--- config.mk ---
export PLATFORM = sky130hd
export DESIGN_NAME = mac_unit
export DESIGN_NICKNAME = d
export VERILOG_FILES = /design/src/rtl/mac_pkg.sv /design/src/rtl/mac_arith.sv /design/src/rtl/mac_flags.sv /design/src/rtl/mac_unit.sv
export SDC_FILE = /design/constraint.sdc
export NUM_CORES = 1
export LEC_CHECK = 0
export BUFFER_PORTS_ARGS = -buffer_cell sky130_fd_sc_hd__buf_2
export CORE_ASPECT_RATIO = 0.6
export CORE_UTILIZATION = 50
export DETAILED_ROUTE_END_ITERATION = 6
export HOLD_SLACK_MARGIN = 0.06
export PLACE_DENSITY_LB_ADDON = 0.15
export REMOVE_ABC_BUFFERS = 1
export SYNTH_ARGS = -nofsm -noshare
export SYNTH_HDL_FRONTEND = slang
export SYNTH_SLANG_ARGS = --single-unit
--- constraint.sdc ---
create_clock -name clk_i -period 0.8 [get_ports clk_i]
set_input_delay 0.04 -clock clk_i [delete_from_list [all_inputs] [get_ports clk_i]]
set_output_delay 0.04 -clock clk_i [all_outputs]
set_load 0.02 [all_outputs]
--- src/rtl/mac_pkg.sv ---
package mac_pkg;
  typedef enum logic [1:0] {
    OP_MUL = 2'b00,
    OP_MAD = 2'b01,
    OP_MSB = 2'b10,
    OP_RSV = 2'b11
  } mac_op_e;

  typedef struct packed {
    logic n;
    logic z;
    logic c;
    logic v;
  } flags_t;
endpackage

--- src/rtl/mac_arith.sv ---
module mac_arith
  import mac_pkg::*;
#(
  parameter int unsigned W = 32
) (
  input  mac_op_e        op_i,
  input  logic [W-1:0]   opa_i,
  input  logic [W-1:0]   opb_i,
  input  logic [W-1:0]   acc_i,
  output logic [W-1:0]   result_o
);
  // low W bits only: identical for signed and unsigned operands
  logic [W-1:0] prod;
  assign prod = opa_i * opb_i;

  always_comb begin
    unique case (op_i)
      OP_MAD:  result_o = prod + acc_i;
      OP_MSB:  result_o = acc_i - prod;
      default: result_o = prod;
    endcase
  end
endmodule

--- src/rtl/mac_flags.sv ---
module mac_flags
  import mac_pkg::*;
#(
  parameter int unsigned W = 32
) (
  input  mac_op_e      op_i,
  input  logic         set_flags_i,
  input  logic         cond_pass_i,
  input  flags_t       flags_i,
  input  logic [W-1:0] result_i,
  output logic         wr_en_o,
  output flags_t       flags_o
);
  logic legal_op;
  assign legal_op = (op_i != OP_RSV);
  assign wr_en_o  = cond_pass_i && legal_op;

  always_comb begin
    flags_o = flags_i;
    if (cond_pass_i && set_flags_i && op_i == OP_MUL) begin
      flags_o.n = result_i[W-1];
      flags_o.z = ~|result_i;
    end
  end
endmodule

--- src/rtl/mac_unit.sv ---
module mac_unit
  import mac_pkg::*;
#(
  parameter int unsigned W = 32
) (
  input  logic         clk_i,
  input  logic         rst_ni,
  input  logic         valid_i,
  input  logic [1:0]   op_i,
  input  logic [W-1:0] opa_i,
  input  logic [W-1:0] opb_i,
  input  logic [W-1:0] acc_i,
  input  logic         set_flags_i,
  input  logic         cond_pass_i,
  input  logic [3:0]   flags_i,
  output logic         valid_o,
  output logic [W-1:0] result_o,
  output logic         wr_en_o,
  output logic [3:0]   flags_o
);
  mac_op_e      op;
  logic [W-1:0] result_d;
  logic         wr_en_d;
  flags_t       flags_d;

  assign op = mac_op_e'(op_i);

  mac_arith #(.W(W)) u_arith (
    .op_i     (op),
    .opa_i    (opa_i),
    .opb_i    (opb_i),
    .acc_i    (acc_i),
    .result_o (result_d)
  );

  mac_flags #(.W(W)) u_flags (
    .op_i        (op),
    .set_flags_i (set_flags_i),
    .cond_pass_i (cond_pass_i),
    .flags_i     (flags_t'(flags_i)),
    .result_i    (result_d),
    .wr_en_o     (wr_en_d),
    .flags_o     (flags_d)
  );

  always_ff @(posedge clk_i or negedge rst_ni) begin
    if (!rst_ni) begin
      valid_o  <= 1'b0;
      wr_en_o  <= 1'b0;
      result_o <= '0;
      flags_o  <= '0;
    end else begin
      valid_o <= valid_i;
      wr_en_o <= valid_i && wr_en_d;
      if (valid_i) begin
        result_o <= result_d;
        flags_o  <= flags_d;
      end
    end
  end
endmodule

==> results of run 1 <==
through the flow:
step | std cells | cell area (um^2) | setup slack [ps]
final | 3458 | 27900 | -8060
after CTS | 3422 | 26600 | -8020
after floorplan | 2273 | 20000 | -8470
after global routing | 3458 | 27900 | -8410
after detailed placement | 3375 | 24800 | -8890
after global placement | 3375 | 24800 | -8900
area by class of cell:
type / count / area (um^2)
clock buffers: 5 / 125
well taps: 522 / 653
repair buffers: 655 / 5280
fillers: 3108 / 11800
flip-flops and latches: 38 / 951
inverters: 429 / 1620
multi-input cells: 1806 / 19200
clock inverters: 3 / 21.3
sequential cells by signal, indices dropped and copies added, names as in the netlist:
register / cells
wr_en_o: 1
result_o: 32
flags_o: 4
valid_o: 1
layout by cell type, fill, tap and decap left out, drive strengths merged, types with 13 or more instances in the layout:
cell / n
fa: 409
mux2: 13
and2: 292
a211oi: 13
o21a: 15
o211ai: 13
a21oi: 93
a21o: 16
nand4: 13
a31oi: 14
nor2: 89
o21ai: 50
nor3: 21
dfrtp: 38
xnor2: 93
ha: 158
nand2: 308
inv: 429
nand3: 22
buf: 649
xor2: 35
what timing repair did:
item,CTS,global route
setup endpoints to repair,74,73
pin swaps,141,98
hold buffers,4,0
buffers inserted,43,38
endpoints found under the hold margin,41,0
resized for setup,320,211
per-layer routing:
layer  global-route usage [%]  up-vias  wire length [um]
li1                         -     8463                 -
met1                     52.3     9379             33100
met2                     48.5      760             28700
met3                     9.88       63              7250
met4                     3.62        2               796
met5                        0        -                13
path summary, 6_finish.rpt:
path | end | slack (ps)
max | flags_o[3] | -8060
max reg2reg | flags_o[3] | -50
max in group asynchronous | result_o[22] | 350
min reg2reg | result_o[7] | 540
min | flags_o[3] | 70
min in group asynchronous | result_o[3] | 210
critical path, delay by kind of cell:
kind	cells	cell delay, ps
and+or+nand+nor	10	1410
adders and majority gates	10	4610
AOI/OAI and AO/OA	8	1300
xor gates and xnor gates	2	400
buffers and inverters	10	1290
cell families after synthesis:
kind of cell,after synthesis,synth area share [%]
AOI/OAI and AO/OA,274,8.72
DFF,38,4.65
buffers and inverters,542,9.99
and+or+nand+nor,815,20.3
xor gates and xnor gates,128,5.48
muxes,22,1.17
adders and majority gates,567,49.7
==> impl_metrics.py, run 1 <==
metrics = {
    "run_status": {
        "outcome": "finished with violations",
        "violations": "setup timing",
    },
    "sta": {
        "setup_tns_ps": -205000,
        "slew_headroom_pct": 67.4,
        "maxSlewViolCount": 0,
        "worstMarginPinSlew_ps": 485,
        "whs_ps": 67.4,
        "rsz0062_at_grt": "yes",
        "finalSetupViolations": 72,
        "clock_skew_ps": 0,
        "finalHoldViolCount": 0,
        "min_period_over_period_pct": 1110,
        "finalWorstSetupSlack_ps": -8060,
        "fmax_mhz": 113,
        "min_period_ps": 8860,
    },
    "routing": {
        "drt_iter0_drc": 1536,
        "detail-route-antenna-nets": 0,
        "postRouteWirelength_um": 69900,
        "drc": 0,
        "wl_per_cell_um": 20.2,
        "dr.pass1.iters": 6,
        "vias": 18700,
        "avgViaCountPerCell": 5.40,
    },
    "floorplan": {
        "row_count": 56,
        "io-pin-count": 145,
        "die-area_um2": 41700,
        "start_util_pct": 51.6,
        "fp.dieW_um": 263,
        "fp.dieH_um": 159,
        "fp.coreArea_um2": 39700,
    },
    "worst_setup_path": {
        "start_kind": "input port",
        "r2r_start": "flags_o[3]",
        "reg2reg_depth": 2,
        "cpMaxStageDelayCell": "fa_1",
        "cp.arrival_ps": 9060,
        "path_max_fanout": 8,
        "crit_path_end_kind": "flip-flop",
        "crit_top_cell": "fa_1",
        "worstSetupPathType": "in -> reg",
        "crit_start": "opb_i[2]",
        "max_stage_delay_ps": 590,
        "critPathRequiredTime_ps": 1000,
    },
    "run": {
        "max_cap_viol_count": 0,
    },
    "logic_synthesis": {
        "synth_warnings": 0,
        "netlist_area_um2": 20500,
        "synth_area_per_cell_um2": 8.57,
        "synth_top_area_share_pct": 40.0,
        "synth_top_flop_cell": "dfrtp_1",
        "ys_top_cells_by_area": "fa_1 40%, ha_1 9.7%, and2_1 8.9%",
        "synth_seq_cells": 38,
        "yosys-top-cells-count": "429 x inv_1, 409 x fa_1, 308 x nand2_1",
        "yosysSeqAreaShare_pct": 4.65,
        "async_flop_share_pct": 100,
        "syn_inst": 2386,
        "yosysMostFrequentCell": "inv_1",
        "synth_edf_count": 0,
        "yosys.area.top_type": "fa_1",
        "synth_cell_types": 77,
    },
    "layout": {
        "diodes": 0,
        "drive_gt1_share_pct": 32.3,
        "final_util_pct": 70.3,
        "nets": 3609,
        "area_delta_synth_final_pct": 36.3,
    },
    "clock_tree": {
        "clock_path_buffers": 2,
        "worstSkewPairLatency_ps": 300,
        "cts.htree.levels": 2,
        "numCtsBuffers": 5,
        "cts_tree": "built",
        "clk_pin_slew_ps": 70,
        "clock-root-buffer": "clkbuf_16",
        "cts_sinks": 38,
    },
    "grt": {
        "grt_pass1_wl_um": 109000,
        "grt_pass1_vias": 19400,
        "grt_max_degree": 62,
        "antenna_found_initial": 2,
        "overflow": 0,
        "grtUsageTotal_pct": 34.1,
    },
    "place": {
        "port-buffer-count": 144,
        "dp.final_hpwl_um": 58100,
        "place_congestion": 1.02,
    },
    "hold_path": {
        "hold_class": "in -> reg",
        "min_path_cells": 3,
        "min-delay-start": "flags_i[3]",
    },
}
Power of run 1 is left out: the tool's default activity adds up to more than one toggle a clock period on the data nets, which glitch-free logic cannot reach.
==> inputs of run 2 (changes only) <==
Settings changed: CELL_PAD_IN_SITES_DETAIL_PLACEMENT set to 1, CELL_PAD_IN_SITES_GLOBAL_PLACEMENT set to 2, CORE_UTILIZATION 50 to 36.
==> run 2 against run 1 <==
  * The flow still finishes with violations (setup timing)
  * Design area rose by 4.7%
  * Via count rose by 1.8%
  * Non-clock buffer count rose by 75
  * Worst setup slack got worse by 230 ps
  * Critical path depth rose by 1
  * Sequential share of layout area fell by 0.15 points
  * First-iteration DRC count fell by 30%
  * Wire length rose by 20%
  * Fmax fell by 2.5%
  * Core utilization fell by 18 points
  * Register-to-register slack barely moved
  * Largest cell class unchanged
==> impl_metrics.py, run 2 (same netlist as run 1, synthesis figures left out) <==
metrics = {
    "run_status": {
        "outcome": "finished with violations",
        "violations": "setup timing",
    },
    "worst_setup_path": {
        "cpMaxStageDelayCell": "fa_1",
        "path_max_fanout": 6,
        "crit_top_cell": "fa_1",
        "critPathRequiredTime_ps": 1030,
        "start_kind": "input port",
        "max_stage_delay_ps": 580,
        "cp.arrival_ps": 9320,
        "crit_path_end_kind": "flip-flop",
        "worstSetupPathType": "in -> reg",
    },
    "sta": {
        "fmax_mhz": 110,
        "finalSetupViolations": 72,
        "min_period_over_period_pct": 1140,
        "clock_skew_ps": 0,
        "slew_headroom_pct": 66.1,
        "rsz0062_at_grt": "yes",
        "worstMarginPinSlew_ps": 506,
        "maxSlewViolCount": 0,
        "finalWorstSetupSlack_ps": -8290,
        "min_period_ps": 9090,
        "finalHoldViolCount": 0,
    },
    "layout": {
        "diodes": 0,
        "drive_gt1_share_pct": 35.8,
        "multi_input_area_um2": 19500,
        "largest_reg_flops": 32,
        "regMostFlops": "result_o",
        "area_delta_synth_final_pct": 42.7,
        "final_cell_mix": "515 x buf_4, 399 x inv_1, 393 x fa_1, 292 x nand2_1, 263 x and2_1",
        "largestRegisters": "result_o x32, flags_o x4",
        "fill_cells": 6504,
        "final_common_cell": "buf_4",
        "fin_cells": 3770,
        "stdcell_area_um2": 29200,
        "nets": 3684,
        "regArea_um2": 951,
    },
    "place": {
        "postPlaceCellArea_um2": 25200,
        "dp.cells": 3638,
        "place_congestion": 0.991,
        "dp.final_hpwl_um": 67900,
        "port-buffer-count": 144,
    },
    "routing": {
        "drc": 0,
        "drt_iter0_drc": 1073,
        "postRouteWirelength_um": 83500,
        "avgViaCountPerCell": 5.04,
        "detail-route-antenna-nets": 0,
        "wl_per_cell_um": 22.2,
        "vias": 19000,
        "dr.pass1.iters": 5,
    },
    "clock_tree": {
        "cts.htree.levels": 2,
        "clk_pin_slew_ps": 70,
        "clock-root-buffer": "clkbuf_16",
        "cts_sinks": 38,
        "clock_path_buffers": 2,
        "cts_tree": "built",
        "numCtsBuffers": 5,
        "worstSkewPairLatency_ps": 300,
    },
    "grt": {
        "grt_use_met1_pct": 44.3,
        "overflow": 0,
        "met2_usage_pct": 44.7,
        "antenna_found_initial": 4,
        "grt_max_degree": 62,
        "busiest_layer": "met2",
        "grtUsageTotal_pct": 29.3,
        "grt_pass1_wl_um": 129000,
        "grt_pass1_vias": 21600,
        "grtUsageMet3_pct": 5.72,
    },
    "floorplan": {
        "die-area_um2": 57800,
        "row_count": 67,
        "io-pin-count": 145,
        "start_util_pct": 36.5,
        "fp.dieH_um": 187,
        "fp.dieW_um": 310,
        "fp.coreArea_um2": 56000,
    },
    "hold_path": {
        "hold_class": "in -> reg",
    },
    "run": {
        "max_cap_viol_count": 0,
    },
}
==> run 2: cell types whose count changed in the layout (fill, tap and decap cells not counted), moves of 4 or more <==
| cell | delta |
|---|---|
| buf_8 | +7 |
| inv_1 | -13 |
| ha_4 | +9 |
| and2_1 | -5 |
| buf_2 | -9 |
| a21oi_1 | -4 |
| a21oi_2 | +5 |
| inv_2 | +12 |
| ha_1 | -8 |
| buf_6 | +15 |
| and2_4 | +6 |
| buf_4 | +61 |
==> run 2: critical path, delay by kind of cell <==
kind	cells	cell delay, ps
compound gates	9	1500
buf+inv	9	950
simple gates	12	2530
fa+ha+maj	10	4130
xor+xnor	1	120
==> run 2: path summary, 6_finish.rpt <==
check	start	end	slack, ps	cells after the start
worst max-delay path	opb_i[2]	flags_o[2]	-8290	41
worst min-delay path	flags_i[3]	flags_o[3]	100	3
worst max register to register	flags_o[3]	flags_o[3]	-60	2
worst min register to register	result_o[20]	result_o[20]	540	1
max in group asynchronous	rst_ni	result_o[29]	330	3
min in group asynchronous	rst_ni	result_o[0]	240	3
==> run 2: repair_timing <==
item / CTS / global route
cloned: 1 / 1
resized for setup: 515 / 142
endpoints found under the hold margin: 41 / 0
endpoints found under the setup margin: 74 / 74
setup buffers: 91 / 45
pin swaps: 201 / 122
hold buffers: 4 / 0
==> run 2: area by class of cell <==
cell class | instances | area share [%]
repair buffers | 730 | 20.6
clock buffers | 6 | 0.476
well taps | 759 | 3.25
multi-input cells | 1806 | 66.8
flip-flops and latches | 38 | 3.26
clock inverters | 2 | 0.0429
inverters | 429 | 5.55
==> run 2: through the flow <==
step / TNS [ps] / worst slack, ps / util, % / hold slack, ps
global placement: -227480 / -8880 / 45.0 / 11.4
floorplan: -198390 / -8470 / - / -256
detailed placement: -232550 / -9040 / 45.0 / 21.6
global route: -217250 / -8610 / 52.1 / 136
CTS: -205920 / -8040 / 50.4 / 107
finish: -209510 / -8290 / 52.1 / 95.7
==> run 2: layer usage <==
layer  part of all wire (%)  vias to the layer above
li1                       -                     8605
met1                     49                     9914
met2                     44                      418
met3                    6.3                       59
met4                   0.94                        0
met5                      0                        -
Power of run 2 is left out for the same reason.
